**src/rtl/sd_wr_pkg.sv**
```systemverilog
package sd_wr_pkg;
  localparam int unsigned LANES = 4;
  localparam logic [15:0] CRC_POLY = 16'h1021;
  localparam logic [2:0]  STAT_OK  = 3'b010;

  typedef enum logic [3:0] {
    ST_IDLE, ST_START, ST_DATA, ST_CRC, ST_END, ST_GAP, ST_STAT, ST_BUSY, ST_DONE
  } wr_state_e;
endpackage

```
**src/rtl/sd_wr_crc16.sv**
```systemverilog
module sd_wr_crc16
  import sd_wr_pkg::*;
(
  input  logic clk_i,
  input  logic rst_ni,
  input  logic clr_i,
  input  logic upd_i,
  input  logic shift_i,
  input  logic bit_i,
  output logic bit_o
);
  logic [15:0] crc_q;
  logic        fb;

  assign fb    = bit_i ^ crc_q[15];
  assign bit_o = crc_q[15];

  always_ff @(posedge clk_i or negedge rst_ni) begin
    if (!rst_ni)      crc_q <= '0;
    else if (clr_i)   crc_q <= '0;
    else if (upd_i)   crc_q <= {crc_q[14:0], 1'b0} ^ ({16{fb}} & CRC_POLY);
    else if (shift_i) crc_q <= {crc_q[14:0], 1'b0};
  end
endmodule

```
**src/rtl/sd_wr_busy_timer.sv**
```systemverilog
module sd_wr_busy_timer #(
  parameter int unsigned TMO_W = 16
) (
  input  logic             clk_i,
  input  logic             rst_ni,
  input  logic             clr_i,
  input  logic             cnt_en_i,
  input  logic [TMO_W-1:0] limit_i,
  output logic             expired_o
);
  logic [TMO_W-1:0] cnt_q;

  assign expired_o = (cnt_q == limit_i);

  always_ff @(posedge clk_i or negedge rst_ni) begin
    if (!rst_ni)                    cnt_q <= '0;
    else if (clr_i)                 cnt_q <= '0;
    else if (cnt_en_i && !expired_o) cnt_q <= cnt_q + TMO_W'(1);
  end
endmodule

```
**src/rtl/sd_wr_tx.sv**
```systemverilog
module sd_wr_tx
  import sd_wr_pkg::*;
#(
  parameter int unsigned LEN_W = 12,
  parameter int unsigned CNT_W = 16,
  parameter int unsigned TMO_W = 16
) (
  input  logic             clk_i,
  input  logic             rst_ni,
  input  logic             start_i,
  input  logic             wide_i,
  input  logic [LEN_W-1:0] blk_len_i,
  input  logic [CNT_W-1:0] blk_cnt_i,
  input  logic [TMO_W-1:0] busy_limit_i,
  input  logic [7:0]       data_i,
  output logic             data_req_o,
  output logic [3:0]       dat_o,
  output logic [3:0]       dat_oe_o,
  input  logic             dat0_i,
  output logic             done_o,
  output logic             crc_err_o,
  output logic             busy_to_o
);
  wr_state_e        st_q;
  logic             wide_q;
  logic [LEN_W-1:0] len_q, byte_rem_q;
  logic [CNT_W-1:0] blk_left_q;
  logic [TMO_W-1:0] limit_q;
  logic [7:0]       sh_q;
  logic [2:0]       slot_q;
  logic [3:0]       cnt_q;
  logic [1:0]       stat_q;
  logic             err_q, to_q;

  logic [LANES-1:0] mask, ser_bits, crc_bits;
  logic             last_slot, busy_expired;
  logic [2:0]       stat_word;

  assign mask      = wide_q ? 4'hF : 4'h1;
  assign last_slot = wide_q ? (slot_q == 3'd1) : (slot_q == 3'd7);
  assign ser_bits  = wide_q ? sh_q[7:4] : {3'b000, sh_q[7]};
  assign stat_word = {stat_q, dat0_i};

  assign data_req_o = (st_q == ST_START) ||
                      (st_q == ST_DATA && last_slot && byte_rem_q != '0);
  assign done_o     = (st_q == ST_DONE);
  assign crc_err_o  = err_q;
  assign busy_to_o  = to_q;

  for (genvar l = 0; l < LANES; l++) begin : g_lane
    sd_wr_crc16 u_crc (
      .clk_i   (clk_i),
      .rst_ni  (rst_ni),
      .clr_i   (st_q == ST_START),
      .upd_i   (st_q == ST_DATA),
      .shift_i (st_q == ST_CRC),
      .bit_i   (ser_bits[l]),
      .bit_o   (crc_bits[l])
    );
  end

  sd_wr_busy_timer #(.TMO_W(TMO_W)) u_busy (
    .clk_i     (clk_i),
    .rst_ni    (rst_ni),
    .clr_i     (st_q != ST_BUSY),
    .cnt_en_i  (st_q == ST_BUSY && !dat0_i),
    .limit_i   (limit_q),
    .expired_o (busy_expired)
  );

  // inactive lanes idle high, undriven
  always_comb begin
    dat_o    = 4'hF;
    dat_oe_o = 4'h0;
    unique case (st_q)
      ST_START: begin dat_o = ~mask;                 dat_oe_o = mask; end
      ST_DATA:  begin dat_o = ser_bits | ~mask;      dat_oe_o = mask; end
      ST_CRC:   begin dat_o = crc_bits | ~mask;      dat_oe_o = mask; end
      ST_END:   begin dat_o = 4'hF;                  dat_oe_o = mask; end
      default:  ;
    endcase
  end

  always_ff @(posedge clk_i or negedge rst_ni) begin
    if (!rst_ni) begin
      st_q       <= ST_IDLE;
      wide_q     <= 1'b0;
      len_q      <= '0;
      byte_rem_q <= '0;
      blk_left_q <= '0;
      limit_q    <= '0;
      sh_q       <= '0;
      slot_q     <= '0;
      cnt_q      <= '0;
      stat_q     <= '0;
      err_q      <= 1'b0;
      to_q       <= 1'b0;
    end else begin
      unique case (st_q)
        ST_IDLE: if (start_i) begin
          wide_q     <= wide_i;
          len_q      <= blk_len_i;
          blk_left_q <= blk_cnt_i;
          limit_q    <= busy_limit_i;
          err_q      <= 1'b0;
          to_q       <= 1'b0;
          st_q       <= ST_START;
        end
        ST_START: begin
          sh_q       <= data_i;
          byte_rem_q <= len_q - LEN_W'(1);
          slot_q     <= '0;
          st_q       <= ST_DATA;
        end
        ST_DATA: begin
          if (last_slot) begin
            slot_q <= '0;
            if (byte_rem_q == '0) begin
              cnt_q <= '0;
              st_q  <= ST_CRC;
            end else begin
              sh_q       <= data_i;
              byte_rem_q <= byte_rem_q - LEN_W'(1);
            end
          end else begin
            sh_q   <= wide_q ? {sh_q[3:0], 4'b0000} : {sh_q[6:0], 1'b0};
            slot_q <= slot_q + 3'd1;
          end
        end
        ST_CRC: begin
          cnt_q <= cnt_q + 4'd1;
          if (cnt_q == 4'd15) st_q <= ST_END;
        end
        ST_END: st_q <= ST_GAP;
        ST_GAP: begin
          cnt_q <= '0;
          st_q  <= ST_STAT;
        end
        ST_STAT: begin
          stat_q <= stat_word[1:0];
          cnt_q  <= cnt_q + 4'd1;
          if (cnt_q == 4'd2) begin
            if (stat_word == STAT_OK) st_q <= ST_BUSY;
            else begin
              err_q <= 1'b1;
              st_q  <= ST_DONE;
            end
          end
        end
        ST_BUSY: begin
          if (dat0_i) begin
            if (blk_left_q <= CNT_W'(1)) st_q <= ST_DONE;
            else begin
              blk_left_q <= blk_left_q - CNT_W'(1);
              st_q       <= ST_START;
            end
          end else if (busy_expired) begin
            to_q <= 1'b1;
            st_q <= ST_DONE;
          end
        end
        ST_DONE: st_q <= ST_IDLE;
        default: st_q <= ST_IDLE;
      endcase
    end
  end
endmodule

```
**config.mk**
```make
export PLATFORM = sky130hd
export DESIGN_NAME = sd_wr_tx
export DESIGN_NICKNAME = d
export VERILOG_FILES = /design/src/rtl/sd_wr_pkg.sv /design/src/rtl/sd_wr_crc16.sv /design/src/rtl/sd_wr_busy_timer.sv /design/src/rtl/sd_wr_tx.sv
export SDC_FILE = /design/constraint.sdc
export NUM_CORES = 1
export LEC_CHECK = 0
export ABC_AREA = 1
export BUFFER_PORTS_ARGS = -buffer_cell sky130_fd_sc_hd__buf_2
export CORE_MARGIN = 1
export CORE_UTILIZATION = 60
export CTS_CLUSTER_SIZE = 14
export DETAILED_ROUTE_END_ITERATION = 6
export PLACE_DENSITY = 0.8
export SLEW_MARGIN = 20
export SYNTH_ARGS = -nofsm -noshare
export SYNTH_HDL_FRONTEND = slang
export SYNTH_HIERARCHICAL = 1
export SYNTH_SLANG_ARGS = --single-unit
export TNS_END_PERCENT = 1
```
**constraint.sdc**
```tcl
create_clock -name clk_i -period 3.06 [get_ports clk_i]
set_clock_uncertainty 0.15 [all_clocks]
set_input_delay 0.306 -clock clk_i [delete_from_list [all_inputs] [get_ports clk_i]]
set_output_delay 0.306 -clock clk_i [all_outputs]
set_load 0.01 [all_outputs]
```
==> flow_summary.toml <==
[final_layout]
antenna_cells = 0
nNetsFinal = 1331
fill_cells = 1136
syn_to_final_growth_pct = 14.1
drive_above_1_share_pct = 17.0
final_util_pct = 71.0

[placement]
place.gp.congestion = 0.870
port_buffers = 68
pre_cts_slack_ps = 552
hpwlAfterDp_um = 13400

[power]
ir_drop_mv = 0.544
p_per_area_nw_per_um2 = 965
p_leak_nw = 5.32
fin_total_pwr_mw = 10.1

[clock_network]
worstSkewPairLatency_ps = 430
clockRootBuffer = "clkbuf_16"
clk_pin_slew_worst_paths_ps = 70
cts_tree = "done"
clkSinkCount = 160
cts_buffers = 17
cts.htree.levels = 4
clock_path_buffers = 2
post_cts.repair.setup_buffers = 0

[die]
core_area_um2 = 14700
start_util_pct = 62.3
dieArea_um2 = 15800
io_pins = 69
dieHeight_um = 126
row_count = 44
die_w_um = 126

[sta]
tns_ps = 0
setup_slack_ps = 192
finalCritPeriodShare_pct = 93.7
max_freq_mhz = 349
fin_crit_ps = 2870
max_slew_margin_pct = 50.8
finalHoldViolCount = 0
fin_hold_ws_ps = 14.5
drv_slew = 0
rsz0062_at_grt = "no"
finalSetupViolCount = 0
tightest_slew_ps = 738

[routing]
avgViaCountPerCell = 5.38
drt_iter0_drc = 606
route.detailed.drc = 3
wl_per_cell_um = 14.0
drtAntennaViolNets = 0
dr.pass1.iters = 7
wirelength_um = 20500
via_count = 7874

[yosys]
syn_area_um2 = 9150
syn-num-nets = 1244
synth.yosys.warnings = 6
synthArstFlopShare_pct = 100
synth_edf_count = 0
synth_seq_cells = 160
syn_area_per_cell_um2 = 7.76
synthCells = 1180
yosysSeqAreaShare_pct = 43.8
yosysUniqueCellTypes = 45
synth_ff_type = "dfrtp_1"

[worst_hold_path]
hold_class = "input port to flop"

[critical_path]
cp_max_fo = 14
endpoint_kind = "output pin"
startpoint_type = "flop"
required_ps = 2600
ff2ff_setup_slack_ps = 530
arrival_ps = 2410
crit_type = "flop to output pin"

[global_routing]
grt_pass1_wl_um = 34900
grt_max_degree = 79
track_usage_pct = 27.6
antenna_found_initial = 0
grt_pass1_vias = 7565
overflow = 0

[run_status]
status = "complete, but fails checks"
violations = "DRC"

[job]
maxCapViolations = 0
==> state kept, by name (all words and copies together), names as in the netlist <==
name and count:
stat_q 2, busy_to_o 1, cnt_q 4, blk_left_q 16, sh_q 8, byte_rem_q 12
crc_err_o 1, len_q 12, u_busy/cnt_q 16, g_lane.u_crc/crc_q 64, wide_q 1, limit_q 16
slot_q 3, st_q 4
==> kinds of logic (layout without fill, tap and decap cells) <==
| group | count (synthesis) | after routing | share of synthesized area, % |
|---|---|---|---|
| mux | 5 | 5 | 0.547 |
| simple gates | 590 | 590 | 28.5 |
| compound gates | 160 | 160 | 13.2 |
| flops | 160 | 160 | 43.8 |
| xor+xnor | 15 | 15 | 1.44 |
| buf+inv | 243 | 343 | 11.6 |
| fa+ha+maj | 7 | 7 | 0.957 |
==> worst max-delay path, cell delays in order, from the launching register on <==
cell and delay, ps:
dfrtp_1 430, nor2_4 300, inv_1 160, nor2_2 130, inv_2 70, a21oi_4 190
nand3_2 300, inv_4 230, buf_2 160
==> synthesized netlist by cell type, types with 6 or more instances <==
cell type | count | area (µm²)
nand2_1 | 363 | 1360
inv_1 | 183 | 687
dfrtp_1 | 160 | 4000
nor2_1 | 80 | 300
o21ai_0 | 78 | 390
nand3_1 | 65 | 325
o22ai_2 | 40 | 500
nand4_1 | 35 | 219
buf_2 | 15 | 75.1
inv_2 | 15 | 56.3
buf_6 | 12 | 135
xor2_1 | 11 | 96.3
nand3_2 | 10 | 100
nor2_2 | 9 | 56.3
o21ai_1 | 9 | 45.0
o22ai_1 | 9 | 56.3
a21oi_1 | 8 | 40.0
ha_1 | 7 | 87.6
buf_4 | 6 | 45.0
clkbuf_1 | 6 | 22.5
nand2_2 | 6 | 37.5
==> repair_timing <==
action | CTS | global route
gates resized for setup | 0 | 2
hold endpoints to repair | 106 | 0
hold buffers | 32 | 0
endpoints found under the setup margin | 0 | 1
==> through the flow <==
stage,area [µm²],instances
3_5_place_dp,9520,1400
4_1_cts,10400,1464
6_report,10400,1464
5_1_grt,10400,1464
2_1_floorplan,9150,1180
3_3_place_gp,9520,1400
==> cell type report <==
| type | instances | area, µm² | share of cell area, % |
|---|---|---|---|
| multi-input cells | 777 | 4090 | 39.2 |
| flip-flops and latches | 160 | 4010 | 38.4 |
| repair buffers | 112 | 769 | 7.37 |
| clock buffers | 18 | 439 | 4.21 |
| well taps | 184 | 230 | 2.21 |
| inverters | 199 | 752 | 7.20 |
| clock inverters | 14 | 155 | 1.49 |
==> worst paths after layout <==
check,endpoint,cells after the start,start
worst max-delay path,data_req_o,8,st_q[2]$_DFFE_PN0P_
worst min-delay path,sh_q[7]$_DFFE_PN0P_,3,data_i[7]
max in group asynchronous,g_lane[3].u_crc/crc_q[12]$_DFFE_PN0P_,3,rst_ni
worst min register to register,sh_q[4]$_DFFE_PN0P_,2,sh_q[4]$_DFFE_PN0P_
worst max register to register,byte_rem_q[10]$_DFFE_PN0P_,13,st_q[1]$_DFFE_PN0P_
min in group asynchronous,blk_left_q[0]$_DFFE_PN0P_,2,rst_ni
==> metal layers <==
layer | track usage [%] | vias to the layer above | part of all wire, %
li1 | - | 3903 | -
met1 | 35.0 | 3719 | 45
met2 | 46.4 | 203 | 49
met3 | 4.96 | 49 | 4.0
met4 | 11.6 | 0 | 2.4
met5 | 0 | - | 0
==> report_power, final <==
| group | switching (mW) | internal [mW] | total (mW) |
|---|---|---|---|
| clock network | 0.912 | 1.24 | 2.15 |
| registers | 0.493 | 2.81 | 3.30 |
| logic | 3.15 | 1.47 | 4.61 |
| total | 4.55 | 5.52 | 10.1 |
==> cells in the final DEF (no fill, tap or decap), types with 8 or more instances in the layout <==
master and n:
dlygate4sd3_1 32, o21ai_0 78, buf_2 67, a21oi_1 8
dfrtp_1 159, nand4_1 35, nor2_2 9, o22ai_2 40
nand3_1 65, nand3_2 10, inv_1 183, clkbuf_16 17
xor2_1 11, buf_4 11, o22ai_1 9, nand2_1 363
nor2_1 80, inv_2 14, o21ai_1 9
No activity file was read; power rests on OpenSTA's default activity.
